<file path="src/rtl/seg_link_pkg.sv">
package seg_link_pkg;
   localparam int SEG_BITS   = 74;
   localparam int DIM_BITS   = 10;
   localparam int SPARE_BITS = 6;
   localparam int ADDR_BITS  = 8;
   localparam int MATCH_BITS = 4;

   // outcome of a frame close (enable falling edge)
   typedef enum logic [1:0] {
      EV_NONE,
      EV_COMMIT,
      EV_LEN_ERR,
      EV_FOREIGN
   } close_ev_t;

   function automatic int frame_bits(input int seg, input int dim, input int spare);
      return seg + dim + 2 + spare;
   endfunction
endpackage

</file>
<file path="src/rtl/seg_link_sync.sv">
module seg_link_sync #(
   parameter int WIDTH  = 3,
   parameter int STAGES = 2
) (
   input  logic             clk,
   input  logic             rst_n,
   input  logic [WIDTH-1:0] d,
   output logic [WIDTH-1:0] lvl,
   output logic [WIDTH-1:0] prev
);
   // STAGES flops of synchroniser plus one history flop for edge detection
   for (genvar i = 0; i <= STAGES; i++) begin : g_st
      logic [WIDTH-1:0] q;
      if (i == 0) begin : g_first
         always_ff @(posedge clk or negedge rst_n) begin
            if (!rst_n) q <= '0;
            else        q <= d;
         end
      end else begin : g_next
         always_ff @(posedge clk or negedge rst_n) begin
            if (!rst_n) q <= '0;
            else        q <= g_st[i-1].q;
         end
      end
   end

   assign lvl  = g_st[STAGES-1].q;
   assign prev = g_st[STAGES].q;
endmodule

</file>
<file path="src/rtl/seg_link_addr.sv">
module seg_link_addr #(
   parameter int                ADDR_W    = 8,
   parameter int                CMP_W     = 4,
   parameter logic [CMP_W-1:0]  MATCH     = 4'b1010,
   parameter bit                LSB_FIRST = 1'b1
) (
   input  logic clk,
   input  logic rst_n,
   input  logic shift_en,
   input  logic bit_in,
   input  logic clear,
   input  logic capture,
   output logic hit
);
   logic [ADDR_W-1:0] sh;
   logic [ADDR_W-1:0] sh_nxt;

   if (LSB_FIRST) begin : g_lsb
      assign sh_nxt = {bit_in, sh[ADDR_W-1:1]};
   end else begin : g_msb
      assign sh_nxt = {sh[ADDR_W-2:0], bit_in};
   end

   always_ff @(posedge clk or negedge rst_n) begin
      if (!rst_n) begin
         sh  <= '0;
         hit <= 1'b0;
      end else begin
         if (clear)         sh <= '0;
         else if (shift_en) sh <= sh_nxt;

         if (clear)        hit <= 1'b0;
         else if (capture) hit <= (sh[CMP_W-1:0] == MATCH);
      end
   end
endmodule

</file>
<file path="src/rtl/seg_link_frame.sv">
module seg_link_frame #(
   parameter int LEN = 92
) (
   input  logic           clk,
   input  logic           rst_n,
   input  logic           start,
   input  logic           shift_en,
   input  logic           bit_in,
   output logic [LEN-1:0] payload,
   output logic           len_ok
);
   localparam int CNT_W = $clog2(LEN + 2);

   logic [CNT_W-1:0] cnt;

   always_ff @(posedge clk or negedge rst_n) begin
      if (!rst_n) begin
         cnt     <= '0;
         payload <= '0;
      end else begin
         if (start)                        cnt <= CNT_W'(shift_en);
         else if (shift_en && cnt != '1)   cnt <= cnt + 1'b1;

         if (shift_en) payload <= {bit_in, payload[LEN-1:1]};
      end
   end

   assign len_ok = (cnt == CNT_W'(LEN));
endmodule

</file>
<file path="src/rtl/seg_link_rx.sv">
module seg_link_rx
   import seg_link_pkg::*;
#(
   parameter int               SEG_W          = SEG_BITS,
   parameter int               DIM_W          = DIM_BITS,
   parameter int               SPARE_W        = SPARE_BITS,
   parameter int               ADDR_W         = ADDR_BITS,
   parameter int               CMP_W          = MATCH_BITS,
   parameter logic [CMP_W-1:0] DEV_ID         = 4'b1010,
   parameter int               SYNC_STAGES    = 2,
   parameter bit               ADDR_LSB_FIRST = 1'b1
) (
   input  logic             clk,
   input  logic             rst_n,
   input  logic             ser_clk_i,
   input  logic             ser_dat_i,
   input  logic             ser_en_i,
   output logic [SEG_W-1:0] seg_o,
   output logic [DIM_W-1:0] dim_o,
   output logic             dim_analog_o,
   output logic             test_o,
   output logic             frame_err_o
);
   localparam int FRAME_W   = frame_bits(SEG_W, DIM_W, SPARE_W);
   localparam int OFF_DIM   = SEG_W;
   localparam int OFF_MODE  = OFF_DIM + DIM_W;
   localparam int OFF_TEST  = OFF_MODE + 1;
   localparam int OFF_SPARE = OFF_TEST + 1;

   if (SYNC_STAGES < 2) begin : g_chk_sync
      $error("seg_link_rx: SYNC_STAGES must be at least 2");
   end
   if (CMP_W > ADDR_W) begin : g_chk_cmp
      $error("seg_link_rx: CMP_W exceeds ADDR_W");
   end
   if (SEG_W % 2 != 0) begin : g_chk_seg
      $error("seg_link_rx: SEG_W must split evenly over two digits");
   end
   if (SPARE_W < 1) begin : g_chk_spare
      $error("seg_link_rx: SPARE_W must be at least 1");
   end

   // index 0 = serial clock, 1 = data, 2 = enable
   logic [2:0] s_lvl, s_prev;

   seg_link_sync #(.WIDTH(3), .STAGES(SYNC_STAGES)) u_sync (
      .clk  (clk),
      .rst_n(rst_n),
      .d    ({ser_en_i, ser_dat_i, ser_clk_i}),
      .lvl  (s_lvl),
      .prev (s_prev)
   );

   logic sclk_rise, en_rise, en_fall, en_lvl;
   assign en_lvl    = s_lvl[2];
   assign sclk_rise = s_lvl[0] & ~s_prev[0];
   assign en_rise   = s_lvl[2] & ~s_prev[2];
   assign en_fall   = ~s_lvl[2] & s_prev[2];

   logic unused_dat_prev;
   assign unused_dat_prev = s_prev[1];

   logic addr_hit;

   seg_link_addr #(
      .ADDR_W   (ADDR_W),
      .CMP_W    (CMP_W),
      .MATCH    (DEV_ID),
      .LSB_FIRST(ADDR_LSB_FIRST)
   ) u_addr (
      .clk     (clk),
      .rst_n   (rst_n),
      .shift_en(sclk_rise & ~en_lvl),
      .bit_in  (s_lvl[1]),
      .clear   (en_fall),
      .capture (en_rise),
      .hit     (addr_hit)
   );

   logic [FRAME_W-1:0] payload;
   logic               len_ok;

   seg_link_frame #(.LEN(FRAME_W)) u_frame (
      .clk     (clk),
      .rst_n   (rst_n),
      .start   (en_rise),
      .shift_en(sclk_rise & en_lvl),
      .bit_in  (s_lvl[1]),
      .payload (payload),
      .len_ok  (len_ok)
   );

   logic unused_spare;
   assign unused_spare = ^payload[FRAME_W-1:OFF_SPARE];

   close_ev_t close_ev;

   always_comb begin
      if (!en_fall)     close_ev = EV_NONE;
      else if (!addr_hit) close_ev = EV_FOREIGN;
      else if (len_ok)  close_ev = EV_COMMIT;
      else              close_ev = EV_LEN_ERR;
   end

   always_ff @(posedge clk or negedge rst_n) begin
      if (!rst_n) begin
         seg_o        <= '0;
         dim_o        <= '0;
         dim_analog_o <= 1'b0;
         test_o       <= 1'b0;
         frame_err_o  <= 1'b0;
      end else begin
         frame_err_o <= (close_ev == EV_LEN_ERR);
         if (close_ev == EV_COMMIT) begin
            seg_o        <= payload[SEG_W-1:0];
            dim_o        <= payload[OFF_DIM +: DIM_W];
            dim_analog_o <= payload[OFF_MODE];
            test_o       <= payload[OFF_TEST];
         end
      end
   end
endmodule

</file>
<file path="config.mk">
export PLATFORM = sky130hd
export DESIGN_NAME = seg_link_rx
export DESIGN_NICKNAME = d
export VERILOG_FILES = /design/src/rtl/seg_link_pkg.sv /design/src/rtl/seg_link_sync.sv /design/src/rtl/seg_link_addr.sv /design/src/rtl/seg_link_frame.sv /design/src/rtl/seg_link_rx.sv
export SDC_FILE = /design/constraint.sdc
export NUM_CORES = 1
export LEC_CHECK = 0
export ABC_AREA = 0
export BUFFER_PORTS_ARGS = -buffer_cell sky130_fd_sc_hd__buf_2
export CORE_AREA = 3 3 87 172
export DETAILED_ROUTE_END_ITERATION = 8
export DIE_AREA = 0 0 90 175
export PLACE_DENSITY = 0.76
export SYNTH_ARGS = -nofsm -noshare
export SYNTH_HDL_FRONTEND = slang
export SYNTH_SLANG_ARGS = --single-unit
</file>
<file path="constraint.sdc">
create_clock -name clk -period 2.1 [get_ports clk]
set_input_delay 0.21 -clock clk [delete_from_list [all_inputs] [get_ports clk]]
set_output_delay 0.21 -clock clk [all_outputs]
set_load 0.02 [all_outputs]
</file>
==> summary.md <==
| Metric | Value |
|---|---|
| Status | finished, final reports clean |
| Synth-to-Final Area Change | 18.62% |
| Antenna-violating nets left | 0 |
| Post-CTS Resized | 0 |
| Worst-Margin Slew | 0.4765 ns |
| Share of layout cells above drive strength 1 | 23.83% |
| Reg2reg setup slack | 0.06 ns |
| Max_slew headroom | 68.23% |
| Fmax | 490.0 MHz |
| Final Hold Fails | 0 |
| Clock sink count | 203 |
| Cell count after synthesis | 665 |
| Minimum clock period | 2.041 ns |
| Place WS | 0.07203 ns |
| Tot Pwr | 7.950 mW |
| Slew Viols, Final | 0 |
| Vias in the first global route | 5194 |
| Core area | 13890 um^2 |
| Postcts setup bufs | 0 |
| WL/cell | 15.07 um |
| Htree depth | 1 |
| IO Port Bufs | 91 |
| FF-to-FF Start | u_frame.cnt[1]$_DFFE_PN0P_ |
| DRC viols | 0 |
| WL final | 14490 um |
| Core Rows | 61 |
| Clock root buffer master | clkbuf_16 |
| Req. time, crit path | 2.46 ns |
| Area share of the largest cell type after synthesis | 65.87% |
| First-pass GRT wire length | 24720 um |
| R2R Path End | seg_o[19]$_DFFE_PN0N_ |
| Tcrit/Tclk final | 97.19% |
| Via count | 4997 |
| Pwr dens | 869.0 nW/um^2 |
| Post-synth top area cell | dfrtp_1 |
| Placed cell count | 926 |
| CTS buffer count | 18 |
| Hold Path Class | input pin to asynchronous set/reset pin |
| Setup TNS | 0 ns |
| DR iter-0 viols | 284 |
| CTS tree | yes |
| Total Routing Usage GR | 18.87% |
| Clock skew | 0.01502 ns |
| Nets | 770 |
| Leak | 5.174 nW |
| CTS max path bufs | 3 |
| #FFs+latches synth | 203 |
| CP Capture Type | register |
| Max VDD drop | 0.0006652 V |
| Ant. Diodes | 0 |
| Antenna violations before repair | 0 |
| Die width | 90 um |
| DP Area | 8429 um^2 |
| Worst skew pair latency | 0.48 ns |
| Critical path data arrival time | 2.40 ns |
| Synthesis Warnings | 0 |
| Distinct cells, synth | 35 |
| Setup WS post-layout | 0.05909 ns |
| Seq/Total Area, Yosys | 65.87% |
| Largest net degree at the start of global routing | 61 |
| Synth area leaders | dfrtp_1 (66%), nand2_1 (14%), mux2_2 (7.0%), mux2_1 (5.8%), mux2i_1 (1.2%) |
| Critical setup path kind | register to register |
| RSZ-0062 raised after global routing | no |
| Final instance count without filler cells | 961 |
| GRT met1 Usage | 22.43% |
| GRT met3 Usage | 2.413% |
| Die H | 175 um |
| Worst setup endpoint | seg_o[19]$_DFFE_PN0N_ |
| Io pins | 92 |
| Final GP Congestion | 0.7351 |
| Synth Area per Inst | 11.60 um^2 |
| Die area | 15750 um^2 |
| Worst setup SP type | register |
| Post-layout instance area | 9149 um^2 |
| Initial Utilization | 55.52% |
| DR pass1 iterations | 4 |
| Final setup viols | 0 |
| Maxcap violations | 0 |
| Worst r2r path cells | 6 |
| Worst Setup SP | u_frame.cnt[1]$_DFFE_PN0P_ |
| Met2 Track Usage GR | 34.37% |
| Syn_nets | 674 |
| Clk slew on worst S/H paths | 0.07 ns |
| Hpwl dp | 9384 um |
| Mapped Area | 7712 um^2 |
| Gr ovfl total | 0 |
| Vias/cell | 5.200 |
| GRT Max-Usage Layer | met2 |
| Critical path peak fanout | 58 |
-- repair_timing --
action,4_1_cts,5_1_grt
setup endpoints to repair,0,0
hold endpoints to repair,57,0
hold buffers,4,0
-- through the flow --
| stage | util, % | hold WS [ns] |
|---|---|---|
| global route | 65.86 | 0.3152 |
| finish | 65.86 | 0.2705 |
| floorplan | - | -0.08559 |
| detailed placement | 60.68 | 0.2158 |
| global placement | 60.68 | 0.2084 |
| CTS | 65.86 | 0.2871 |
-- state kept, by name, summed over array words and instances, names as in the netlist --
name,cells
u_frame.payload,92
seg_o,74
dim_o,10
u_addr.sh,8
u_frame.cnt,7
u_sync.g_st.q,3
u_sync.lvl,3
u_sync.prev,2
dim_analog_o,1
frame_err_o,1
test_o,1
u_addr.hit,1
-- worst min-delay path by stage --
stage | start | to | slack [ns]
3_5_place_dp | rst_n | seg_o[67]$_DFFE_PN0N_ | 0.22
2_1_floorplan | rst_n | dim_analog_o$_DFFE_PN0N_ | -0.09
5_1_grt | rst_n | seg_o[69]$_DFFE_PN0N_ | 0.32
4_1_cts | rst_n | u_frame.payload[65]$_DFFE_PN0P_ | 0.29
3_3_place_gp | rst_n | seg_o[65]$_DFFE_PN0N_ | 0.21
6_report | rst_n | seg_o[67]$_DFFE_PN0N_ | 0.27
-- report_power, final --
part | switching [mW] | internal [mW]
sequential | 0.0362 | 3.96
clock | 1.38 | 2.34
combinational | 0.166 | 0.0652
total | 1.58 | 6.37
-- worst max-delay path, stage by stage, from the launching register on --
cell	delay (ns)
dfrtp_1	0.43
inv_1	0.07
ha_1	0.17
inv_1	0.08
nor4_4	0.39
buf_12	0.35
mux2_2	0.40
-- routing by layer --
metal  wire length, um  share of wire, %  vias to the layer above
met3               479               3.3                       41
met1              5722                39                     2517
met2              7780                54                      120
met5                 0                 0                        -
li1                  -                 -                     2319
met4               504               3.5                        0
-- cell type report --
cell class                      instances  area (um^2)
Clock buffer                           23        510.5
Clock inverter                          8        168.9
Fill cell                            1078         4742
Inverter                                7        26.28
Multi-Input combinational cell        422         2455
Sequential cell                       203         5080
Tap cell                              189        236.5
Timing Repair Buffer                  109        671.9
-- cells in the mapped netlist --
master and number:
inv_1 7, a211oi_1 2, nor2_1 11, a211o_1 1, o311ai_0 1, ha_1 4, and4_1 1, nand3_1 3
buf_6 4, a21oi_1 1, o211ai_1 1, o31a_1 1, nand2_1 280, nand4_1 1, and3b_1 1, nor3b_1 2
dfrtp_1 203, o21ai_0 1, buf_1 4, and3_1 1, and2_0 1, nor4_2 1, nand4bb_1 1, clkbuf_1 19
mux2i_1 9, nor2b_1 2, o31ai_1 1, mux2_1 40, nand3b_1 1, buf_4 1, a2111oi_0 2, nand2b_1 2
mux2_2 48, buf_2 5, a31oi_1 2
-- cells in the final DEF, fill, tap and decap left out, drive strengths merged, types with 3 or more instances in the layout --
cell	Yosys	routed
buf	14	104
bufinv	0	5
clkbuf	19	24
clkinv	0	3
dfrtp	203	203
dlygate4sd3	0	4
ha	4	4
inv	7	7
mux2	88	88
mux2i	9	9
nand2	280	280
nand3	3	3
nor2	11	11
-- cell families after synthesis --
kind of cell,synth area share [%]
buffers and inverters,2.466
multiplexers,14.02
AND/OR/NAND/NOR,15.75
flip-flops,65.87
AO/OA/AOI/OAI,1.249
adder cells (fa/ha/maj),0.6490
No activity file was read; power rests on OpenSTA's default activity.
